## src/rtl/chs_lba_pkg.sv

```systemverilog
package chs_lba_pkg;

  typedef enum logic [2:0] {
    ST_IDLE  = 3'd0,
    ST_MUL_H = 3'd1,
    ST_LOAD2 = 3'd2,
    ST_MUL_S = 3'd3,
    ST_FIN   = 3'd4
  } xlat_state_t;

endpackage

```

## src/rtl/chs_range_chk.sv

```systemverilog
module chs_range_chk #(
  parameter int HEAD_W = 4,
  parameter int SECT_W = 8
) (
  input  logic [HEAD_W-1:0] head,
  input  logic [SECT_W-1:0] sect,
  input  logic [HEAD_W-1:0] heads_m1,
  input  logic [SECT_W-1:0] spt,
  output logic              bad
);

  logic sect_zero;
  logic sect_high;
  logic head_high;

  always_comb begin
    sect_zero = (sect == '0);
    sect_high = (sect > spt);
    head_high = (head > heads_m1);
    bad       = sect_zero | sect_high | head_high;
  end

endmodule

```

## src/rtl/chs_addr_step.sv

```systemverilog
module chs_addr_step #(
  parameter int CYL_W  = 16,
  parameter int HEAD_W = 4,
  parameter int SECT_W = 8
) (
  input  logic [CYL_W-1:0]  cyl,
  input  logic [HEAD_W-1:0] head,
  input  logic [SECT_W-1:0] sect,
  input  logic [HEAD_W-1:0] heads_m1,
  input  logic [SECT_W-1:0] spt,
  output logic [CYL_W-1:0]  cyl_nx,
  output logic [HEAD_W-1:0] head_nx,
  output logic [SECT_W-1:0] sect_nx
);

  logic track_end;
  logic cyl_end;

  always_comb begin
    track_end = (sect == spt);
    cyl_end   = track_end && (head == heads_m1);
    cyl_nx    = cyl;
    head_nx   = head;
    sect_nx   = sect + SECT_W'(1);
    if (track_end) begin
      sect_nx = SECT_W'(1);
      head_nx = head + HEAD_W'(1);
    end
    if (cyl_end) begin
      head_nx = '0;
      cyl_nx  = cyl + CYL_W'(1);
    end
  end

endmodule

```

## src/rtl/chs_shift_mac.sv

```systemverilog
module chs_shift_mac #(
  parameter int ACC_W = 28,
  parameter int MUL_W = 8
) (
  input  logic             clk,
  input  logic             rst,
  input  logic             load,
  input  logic             step,
  input  logic [ACC_W-1:0] mcand_in,
  input  logic [MUL_W-1:0] mplier_in,
  input  logic [ACC_W-1:0] addend_in,
  output logic [ACC_W-1:0] acc,
  output logic             last
);

  localparam int CNT_W = (MUL_W > 1) ? $clog2(MUL_W) : 1;

  logic [ACC_W-1:0] mcand_q;
  logic [MUL_W-1:0] mplier_q;
  logic [CNT_W-1:0] cnt_q;

  assign last = step && (cnt_q == CNT_W'(MUL_W - 1));

  always_ff @(posedge clk) begin
    if (rst) begin
      acc      <= '0;
      mcand_q  <= '0;
      mplier_q <= '0;
      cnt_q    <= '0;
    end else if (load) begin
      acc      <= addend_in;
      mcand_q  <= mcand_in;
      mplier_q <= mplier_in;
      cnt_q    <= '0;
    end else if (step) begin
      if (mplier_q[0]) begin
        acc <= acc + mcand_q;
      end
      mcand_q  <= mcand_q << 1;
      mplier_q <= mplier_q >> 1;
      cnt_q    <= cnt_q + CNT_W'(1);
    end
  end

endmodule

```

## src/rtl/chs_lba_xlat.sv

```systemverilog
module chs_lba_xlat #(
  parameter int CYL_W  = 16,
  parameter int HEAD_W = 4,
  parameter int SECT_W = 8
) (
  input  logic                            clk,
  input  logic                            rst,
  input  logic                            start,
  input  logic                            advance,
  input  logic                            lba_mode,
  input  logic [CYL_W-1:0]                cyl_in,
  input  logic [HEAD_W-1:0]               head_in,
  input  logic [SECT_W-1:0]               sect_in,
  input  logic [CYL_W+HEAD_W+SECT_W-1:0]  lba_in,
  input  logic [HEAD_W-1:0]               geo_heads_m1,
  input  logic [SECT_W-1:0]               geo_spt,
  output logic                            busy,
  output logic                            done,
  output logic                            range_err,
  output logic [CYL_W+HEAD_W+SECT_W-1:0]  lba_out,
  output logic [CYL_W-1:0]                cur_cyl,
  output logic [HEAD_W-1:0]               cur_head,
  output logic [SECT_W-1:0]               cur_sect
);
  import chs_lba_pkg::*;

  localparam int LBA_W = CYL_W + HEAD_W + SECT_W;
  localparam int MUL_W = (HEAD_W + 1 > SECT_W) ? HEAD_W + 1 : SECT_W;

  xlat_state_t       state_q;
  logic              mode_q;
  logic              valid_q;
  logic [HEAD_W-1:0] hm1_q;
  logic [SECT_W-1:0] spt_q;

  logic              in_bad;
  logic              idle;
  logic              accept;
  logic              adv_ok;
  logic [CYL_W-1:0]  cyl_nx;
  logic [HEAD_W-1:0] head_nx;
  logic [SECT_W-1:0] sect_nx;
  logic [LBA_W-1:0]  lba_inc;

  logic              mac_load;
  logic              mac_step;
  logic [LBA_W-1:0]  mac_mcand;
  logic [MUL_W-1:0]  mac_mplier;
  logic [LBA_W-1:0]  mac_addend;
  logic [LBA_W-1:0]  mac_acc;
  logic              mac_last;

  chs_range_chk #(.HEAD_W(HEAD_W), .SECT_W(SECT_W)) u_range (
    .head     (head_in),
    .sect     (sect_in),
    .heads_m1 (geo_heads_m1),
    .spt      (geo_spt),
    .bad      (in_bad)
  );

  chs_addr_step #(.CYL_W(CYL_W), .HEAD_W(HEAD_W), .SECT_W(SECT_W)) u_step (
    .cyl      (cur_cyl),
    .head     (cur_head),
    .sect     (cur_sect),
    .heads_m1 (hm1_q),
    .spt      (spt_q),
    .cyl_nx   (cyl_nx),
    .head_nx  (head_nx),
    .sect_nx  (sect_nx)
  );

  chs_shift_mac #(.ACC_W(LBA_W), .MUL_W(MUL_W)) u_mac (
    .clk       (clk),
    .rst       (rst),
    .load      (mac_load),
    .step      (mac_step),
    .mcand_in  (mac_mcand),
    .mplier_in (mac_mplier),
    .addend_in (mac_addend),
    .acc       (mac_acc),
    .last      (mac_last)
  );

  always_comb begin
    idle    = (state_q == ST_IDLE);
    busy    = !idle;
    accept  = idle && start;
    adv_ok  = idle && !start && advance && valid_q;
    lba_inc = lba_out + LBA_W'(1);

    mac_step   = (state_q == ST_MUL_H) || (state_q == ST_MUL_S);
    mac_load   = (accept && !lba_mode && !in_bad) || (state_q == ST_LOAD2);
    mac_mcand  = LBA_W'(cyl_in);
    mac_mplier = MUL_W'(geo_heads_m1) + MUL_W'(1);
    mac_addend = LBA_W'(head_in);
    if (state_q == ST_LOAD2) begin
      mac_mcand  = mac_acc;
      mac_mplier = MUL_W'(spt_q);
      mac_addend = LBA_W'(cur_sect - SECT_W'(1));
    end
  end

  always_ff @(posedge clk) begin
    if (rst) begin
      state_q   <= ST_IDLE;
      mode_q    <= 1'b0;
      valid_q   <= 1'b0;
      hm1_q     <= '0;
      spt_q     <= '0;
      done      <= 1'b0;
      range_err <= 1'b0;
      lba_out   <= '0;
      cur_cyl   <= '0;
      cur_head  <= '0;
      cur_sect  <= '0;
    end else begin
      done <= 1'b0;
      case (state_q)
        ST_IDLE: begin
          if (accept) begin
            mode_q <= lba_mode;
            hm1_q  <= geo_heads_m1;
            spt_q  <= geo_spt;
            if (lba_mode) begin
              {cur_head, cur_cyl, cur_sect} <= lba_in;
              lba_out   <= lba_in;
              range_err <= 1'b0;
              valid_q   <= 1'b1;
              done      <= 1'b1;
            end else begin
              cur_cyl  <= cyl_in;
              cur_head <= head_in;
              cur_sect <= sect_in;
              valid_q  <= 1'b0;
              if (in_bad) begin
                range_err <= 1'b1;
                lba_out   <= '0;
                done      <= 1'b1;
              end else begin
                range_err <= 1'b0;
                state_q   <= ST_MUL_H;
              end
            end
          end else if (adv_ok) begin
            lba_out <= lba_inc;
            if (mode_q) begin
              {cur_head, cur_cyl, cur_sect} <= lba_inc;
            end else begin
              cur_cyl  <= cyl_nx;
              cur_head <= head_nx;
              cur_sect <= sect_nx;
            end
          end
        end
        ST_MUL_H: begin
          if (mac_last) state_q <= ST_LOAD2;
        end
        ST_LOAD2: begin
          state_q <= ST_MUL_S;
        end
        ST_MUL_S: begin
          if (mac_last) state_q <= ST_FIN;
        end
        ST_FIN: begin
          lba_out <= mac_acc;
          valid_q <= 1'b1;
          done    <= 1'b1;
          state_q <= ST_IDLE;
        end
        default: state_q <= ST_IDLE;
      endcase
    end
  end

endmodule

```

## config.mk

```make
export PLATFORM = sky130hd
export DESIGN_NAME = chs_lba_xlat
export DESIGN_NICKNAME = d
export VERILOG_FILES = /design/src/rtl/chs_lba_pkg.sv /design/src/rtl/chs_range_chk.sv /design/src/rtl/chs_addr_step.sv /design/src/rtl/chs_shift_mac.sv /design/src/rtl/chs_lba_xlat.sv
export SDC_FILE = /design/constraint.sdc
export NUM_CORES = 1
export LEC_CHECK = 0
export ABC_CLOCK_PERIOD_IN_PS = 2720
export BUFFER_PORTS_ARGS = -buffer_cell sky130_fd_sc_hd__buf_2
export CORE_ASPECT_RATIO = 1.1
export CORE_UTILIZATION = 57
export DETAILED_ROUTE_END_ITERATION = 8
export GPL_TIMING_DRIVEN = 0
export PLACE_DENSITY = 0.8
export SYNTH_ARGS = -nofsm -noshare
export SYNTH_HDL_FRONTEND = slang
export SYNTH_SLANG_ARGS = --single-unit
```

## constraint.sdc

```tcl
create_clock -name clk -period 2.72 [get_ports clk]
set_input_delay 0.272 -clock clk [delete_from_list [all_inputs] [get_ports clk]]
set_output_delay 0.272 -clock clk [all_outputs]
set_load 0.02 [all_outputs]
```

==> flow_metrics.env, run 1 <==
export IMPL_hp_class="input pin to flip-flop"
export IMPL_worstSetupPathType="flip-flop to flip-flop"
export IMPL_ys_ff_latch=142
export IMPL_finalCritPeriodShare=0.991
export IMPL_post_route_util=0.673
export IMPL_fmax_mhz=371
export IMPL_cts_buffers=17
export IMPL_die_area_mm2=0.0179
export IMPL_post_drt_wl_per_cell_um=21.5
export IMPL_maxSlewViolCount=0
export IMPL_max_cap_violations=0
export IMPL_synth_top_family_by_area="compound AO/OA/AOI/OAI gates"
export IMPL_numPortBuffers=129
export IMPL_first_pass_iters=6
export IMPL_hold_buffers=0
export IMPL_io_pins=132
export IMPL_timing_final_crit_period_ns=2.70
export IMPL_grt_first_pass_wirelength_mm=56.1
export IMPL_clk_insertion_delay_late_ns=0.44
export IMPL_rows=50
export IMPL_ir_drop_mv=0.479
export IMPL_finalSetupTns_ns=0
export IMPL_synth_area_mm2=0.00988
export IMPL_required_ns=3.07
export IMPL_grt_max_degree=17
export IMPL_synth_simple_area_share=0.240
export IMPL_netlist_instances=1318
export IMPL_synth_fa_ha_area_frac=0.0616
export IMPL_p_leak_nw=4.90
export IMPL_gp_congestion=1.02
export IMPL_cts_tree="done"
export IMPL_drc_errors=0
export IMPL_cts_num_sinks=142
export IMPL_yosysWarnings=0
export IMPL_coreArea_mm2=0.0170
export IMPL_ys_async_sr_fraction=0
export IMPL_syn_to_final_growth_pct=16.0
export IMPL_path_max_fanout=4
export IMPL_slew_headroom=0.337
export IMPL_synth_nets=1439
export IMPL_drt_total_wl_mm=36.8
export IMPL_final_common_cell="nand2_1"
export IMPL_synth_compound_area_frac=0.255
export IMPL_die_y_um=140
export IMPL_crit_path_end_kind="flip-flop"
export IMPL_synth_edff_count=0
export IMPL_syn_area_per_cell_um2=7.50
export IMPL_setup_viol=0
export IMPL_vias_per_cell=6.44
export IMPL_synth_mux_area_frac=0.0320
export IMPL_synth_ff_type="dfxtp_1"
export IMPL_vias=11000
export IMPL_tightest_slew_ns=0.994
export IMPL_final_cell_mix="197 x nand2_1, 144 x buf_2, 139 x dfxtp_1"
export IMPL_num_antenna_cells=0
export IMPL_ant_nets=0
export IMPL_grt_usage=0.411
export IMPL_dp_hpwl_mm=28.2
export IMPL_nets=1585
export IMPL_gr_total_overflow=0
export IMPL_power_density_mw_per_mm2=567
export IMPL_first_iter_violations=1237
export IMPL_skew_ns=0.00986
export IMPL_antenna_found_initial=0
export IMPL_root_buffer="clkbuf_16"
export IMPL_grt_pass1_vias=10100
export IMPL_hold_violations=0
export IMPL_start_util=0.581
export IMPL_clk_pin_slew_ns=0.06
export IMPL_crit_arrival_ns=3.05
export IMPL_htree_levels=4
export IMPL_yosysSeqAreaShare=0.288
export IMPL_layout_drive_gt1_share=0.150
export IMPL_synth_xor_area_frac=0.0736
export IMPL_status="finished, final reports clean"
export IMPL_ys_types=75
export IMPL_start_kind="flip-flop"
export IMPL_die_w_um=128
export IMPL_clockBufferDepth=2
-- worst max-delay path, stage by stage (launching register included) --
cell and delay (ns):
dfxtp_1 0.37, ha_1 0.27, fa_2 0.39, a211oi_2 0.30
o21bai_2 0.17, a41o_1 0.29, a21o_1 0.20, a21oi_1 0.20
xnor2_1 0.14, a21oi_1 0.09, nor3_1 0.20
-- what timing repair did --
action	4_1_cts	5_1_grt
gates resized for setup	2	20
pin swaps	0	1
gates cloned	0	0
setup buffers	0	1
endpoints found under the setup margin	4	36
-- where the power goes --
group / switching, W / internal, W / total [W]
logic: 0.00103 / 0.000587 / 0.00161
registers: 0.000238 / 0.00225 / 0.00249
clock network: 0.00104 / 0.00135 / 0.00240
-- synth_stat cells, drive strengths merged (6+ instances only) --
master | number | area, um2
a221oi | 9 | 85.1
and3 | 29 | 181
a21o | 18 | 135
o21ai | 71 | 359
mux2i | 26 | 260
xor2 | 41 | 359
a311oi | 20 | 175
and4 | 6 | 52.6
a31oi | 17 | 106
nand2b | 13 | 81.3
a22oi | 6 | 50.1
and2 | 8 | 50.1
nand2 | 197 | 739
nor4 | 7 | 58.8
dfxtp | 142 | 2840
nor2 | 128 | 490
o211ai | 34 | 255
inv | 26 | 97.6
buf | 20 | 101
nand3 | 32 | 160
a211oi | 47 | 353
xnor2 | 42 | 368
clkbuf | 79 | 297
o2111ai | 6 | 52.6
a21oi | 113 | 581
ha | 47 | 588
nand4 | 16 | 128
nor3 | 46 | 246
-- layer usage --
layer / global-route usage / up-vias / share of wire
li1: - / 5068 / -
met1: 0.522 / 5105 / 0.40
met2: 0.653 / 703 / 0.45
met3: 0.100 / 143 / 0.11
met4: 0.194 / 0 / 0.048
met5: 0 / - / 0
-- per-stage QoR --
step,setup slack [ns],total power [W],instances,hold slack [ns],area (um2)
after floorplan,0.334,0.00352,1318,0.408,9880
after global placement,-0.237,0.00405,1681,0.459,10800
after detailed placement,-0.278,0.00407,1681,0.465,10800
after CTS,0.00344,0.00641,1713,0.105,11400
after global routing,-0.0653,0.00673,1711,0.110,11500
final,0.0233,0.00650,1711,0.101,11500
-- cell type report --
class                      instances  area, um2
fill                            1534       5560
buffer                            96        392
sequential                       142       2850
multi-input combinational       1051       6580
clock inverter                    12        124
inverter                          26       97.6
tap                              234        293
clock buffer                      20        467
timing repair buffer             130        653
-- logic make-up (layout without fill, tap and decap cells) --
group | Yosys count | count (layout)
AND/OR/NAND/NOR | 506 | 506
AO/OA/AOI/OAI | 383 | 383
flip-flops | 142 | 142
buffers and inverters | 125 | 284
XOR/XNOR | 83 | 83
adder cells (fa/ha/maj) | 48 | 48
multiplexers | 31 | 31
-- sequential cells by signal, summed over array words and instances, names as in the netlist, 4 cells and up --
signal / flops
u_mac.mcand_q: 28
hm1_q: 4
cur_cyl: 16
u_mac.mplier_q: 8
u_mac.acc: 28
cur_sect: 8
cur_head: 4
lba_out: 28
spt_q: 8
-- path summary, 6_finish.rpt --
check                                          startpoint  slack [ns]  cells after the start                         end
worst max-delay path            u_mac.acc[0]$_SDFFE_PP0P_        0.02                     10  u_mac.acc[12]$_SDFFE_PP0P_
worst min-delay path                           geo_spt[6]        0.10                      3       spt_q[6]$_SDFFE_PP0P_
worst max register to register  u_mac.acc[0]$_SDFFE_PP0P_        0.02                     10  u_mac.acc[12]$_SDFFE_PP0P_
worst min register to register      hm1_q[3]$_SDFFE_PP0P_        0.47                      2       hm1_q[3]$_SDFFE_PP0P_
Power figures use the tool's default switching activity.
==> run 2, diff against run 1 <==
Settings changed: ABC_CLOCK_PERIOD_IN_PS 2720 to 3500.
Clock period 2.72 ns to 3.5 ns, I/O delays scaled along.
==> run 2 against run 1 <==
Against the previous run: first-iteration DRC count fell by 10%; sequential power shrank 23%; routed wire length decreased by 0.51%; combinational power fell by 22%; critical endpoint is now cur_cyl[0]$_SDFFE_PP0P_; highest routed layer unchanged.
==> flow_metrics.env, run 2 (synthesis results as in run 1) <==
export IMPL_crit_path_end_kind="flip-flop"
export IMPL_coreArea_mm2=0.0170
export IMPL_required_ns=3.80
export IMPL_r2r_start="cur_sect[0]$_SDFFE_PP0P_"
export IMPL_dpl_worst_slack_ns=0.424
export IMPL_grt_usage=0.411
export IMPL_power_density_mw_per_mm2=442
export IMPL_num_fill_cells=1540
export IMPL_slew_headroom=0.352
export IMPL_cts_resized_gates=0
export IMPL_gp_congestion=1.02
export IMPL_ant_nets=0
export IMPL_nets=1587
export IMPL_path_max_fanout=8
export IMPL_io_pins=132
export IMPL_reg2reg_depth=8
export IMPL_crit_arrival_ns=3.13
export IMPL_hp_class="input pin to flip-flop"
export IMPL_timing_final_crit_period_ns=2.83
export IMPL_reg2reg_slack_ns=0.67
export IMPL_power_total_w=0.00505
export IMPL_top_regs="lba_out: 28 flops, u_mac.acc: 28 flops, u_mac.mcand_q: 28 flops"
export IMPL_vias=11000
export IMPL_finalCritPeriodShare=0.809
export IMPL_dp_cells=1681
export IMPL_post_drt_wl_per_cell_um=21.4
export IMPL_htree_levels=4
export IMPL_tightest_slew_ns=0.972
export IMPL_vias_per_cell=6.42
export IMPL_rsz0062_at_grt="no"
export IMPL_first_pass_iters=6
export IMPL_hold_buffers=0
export IMPL_die_w_um=128
export IMPL_setup_viol=0
export IMPL_cts_buffers=17
export IMPL_first_iter_violations=1110
export IMPL_num_antenna_cells=0
export IMPL_grt_max_degree=17
export IMPL_finalSetupTns_ns=0
export IMPL_hold_violations=0
export IMPL_worst_slack_ns=0.669
export IMPL_start_util=0.581
export IMPL_max_cap_violations=0
export IMPL_clk_pin_slew_ns=0.07
export IMPL_post_cts_setup_buffers=0
export IMPL_holdPathEnd="spt_q[0]$_SDFFE_PP0P_"
export IMPL_maxSlewViolCount=0
export IMPL_syn_to_final_growth_pct=15.5
export IMPL_rows=50
export IMPL_layout_cells_non_filler=1713
export IMPL_skew_ns=0.0116
export IMPL_p_leak_nw=4.87
export IMPL_layout_drive_gt1_share=0.139
export IMPL_fmax_mhz=353
export IMPL_grt_first_pass_wirelength_mm=56.1
export IMPL_gr_total_overflow=0
export IMPL_worstSetupPathType="flip-flop to flip-flop"
export IMPL_die_y_um=140
export IMPL_antenna_found_initial=0
export IMPL_drt_total_wl_mm=36.6
export IMPL_die_area_mm2=0.0179
export IMPL_dp_hpwl_mm=28.2
export IMPL_grt_pass1_vias=10100
export IMPL_root_buffer="clkbuf_16"
export IMPL_clk_insertion_delay_late_ns=0.44
export IMPL_start_kind="flip-flop"
export IMPL_cts_num_sinks=142
export IMPL_worstReg2RegEnd="cur_cyl[0]$_SDFFE_PP0P_"
export IMPL_ir_drop_mv=0.370
export IMPL_clockBufferDepth=2
export IMPL_cts_tree="done"
export IMPL_hold_start="geo_spt[0]"
export IMPL_status="finished, final reports clean"
export IMPL_min_path_cells=3
export IMPL_drc_errors=0
export IMPL_final_common_cell="nand2_1"
export IMPL_numPortBuffers=129
export IMPL_final_cell_mix="197 x nand2_1, 144 x buf_2, 142 x dfxtp_1"
[run 2: cell types whose count changed in the layout (fill, tap and decap cells not counted), moves of 2 or more]
cell | previous run | this run
a21oi_1 | 109 | 111
a21oi_2 | 3 | 1
clkbuf_1 | 73 | 79
clkbuf_2 | 4 | 0
dfxtp_1 | 139 | 142
dfxtp_2 | 3 | 0
[run 2: metal layers]
metal	track usage	up-vias	share of wire
met5	0	-	0
met2	0.653	666	0.45
met3	0.100	137	0.11
li1	-	5072	-
met4	0.194	0	0.047
met1	0.522	5114	0.40
[run 2: worst max-delay path: stages (launching register included)]
cell       delay (ns)
dfxtp_1          0.37
clkbuf_1         0.38
xor2_1           0.12
nor4_1           0.28
nand2_1          0.21
o21ai_2          0.34
nand2_1          0.30
a2111oi_0        0.61
nor3_1           0.08
[run 2: through the flow]
stage	utilization	cell area, um2	hold WS (ns)
2_1_floorplan	-	9880	0.449
3_3_place_gp	0.636	10800	0.459
3_5_place_dp	0.636	10800	0.465
4_1_cts	0.670	11400	0.183
5_1_grt	0.670	11400	0.188
6_report	0.670	11400	0.184
[run 2: cell type report]
cell class | count | area (um2) | share of cell area
buffer | 99 | 398 | 0.0349
inverter | 26 | 97.6 | 0.00855
clock buffer | 20 | 467 | 0.0409
clock inverter | 12 | 124 | 0.0109
multi-input combinational | 1051 | 6540 | 0.573
tap | 234 | 293 | 0.0257
timing repair buffer | 129 | 646 | 0.0566
sequential | 142 | 2840 | 0.249
[run 2: worst max path at each step]
stage                              start                              to  slack, ns
2_1_floorplan  u_mac.acc[0]$_SDFFE_PP0P_      u_mac.acc[12]$_SDFFE_PP0P_       1.11
3_3_place_gp                  head_in[0]  u_mac.mcand_q[15]$_SDFFE_PP0P_       0.47
3_5_place_dp                  head_in[0]  u_mac.mcand_q[15]$_SDFFE_PP0P_       0.42
4_1_cts         cur_sect[0]$_SDFFE_PP0P_         cur_cyl[0]$_SDFFE_PP0P_       0.73
5_1_grt         cur_sect[4]$_SDFFE_PP0P_         cur_cyl[0]$_SDFFE_PP0P_       0.40
6_report        cur_sect[0]$_SDFFE_PP0P_         cur_cyl[0]$_SDFFE_PP0P_       0.67
[run 2: power by group]
group | switching [W] | internal, W
Combinational | 0.000800 | 0.000454
Sequential | 0.000177 | 0.00175
Clock | 0.000815 | 0.00105
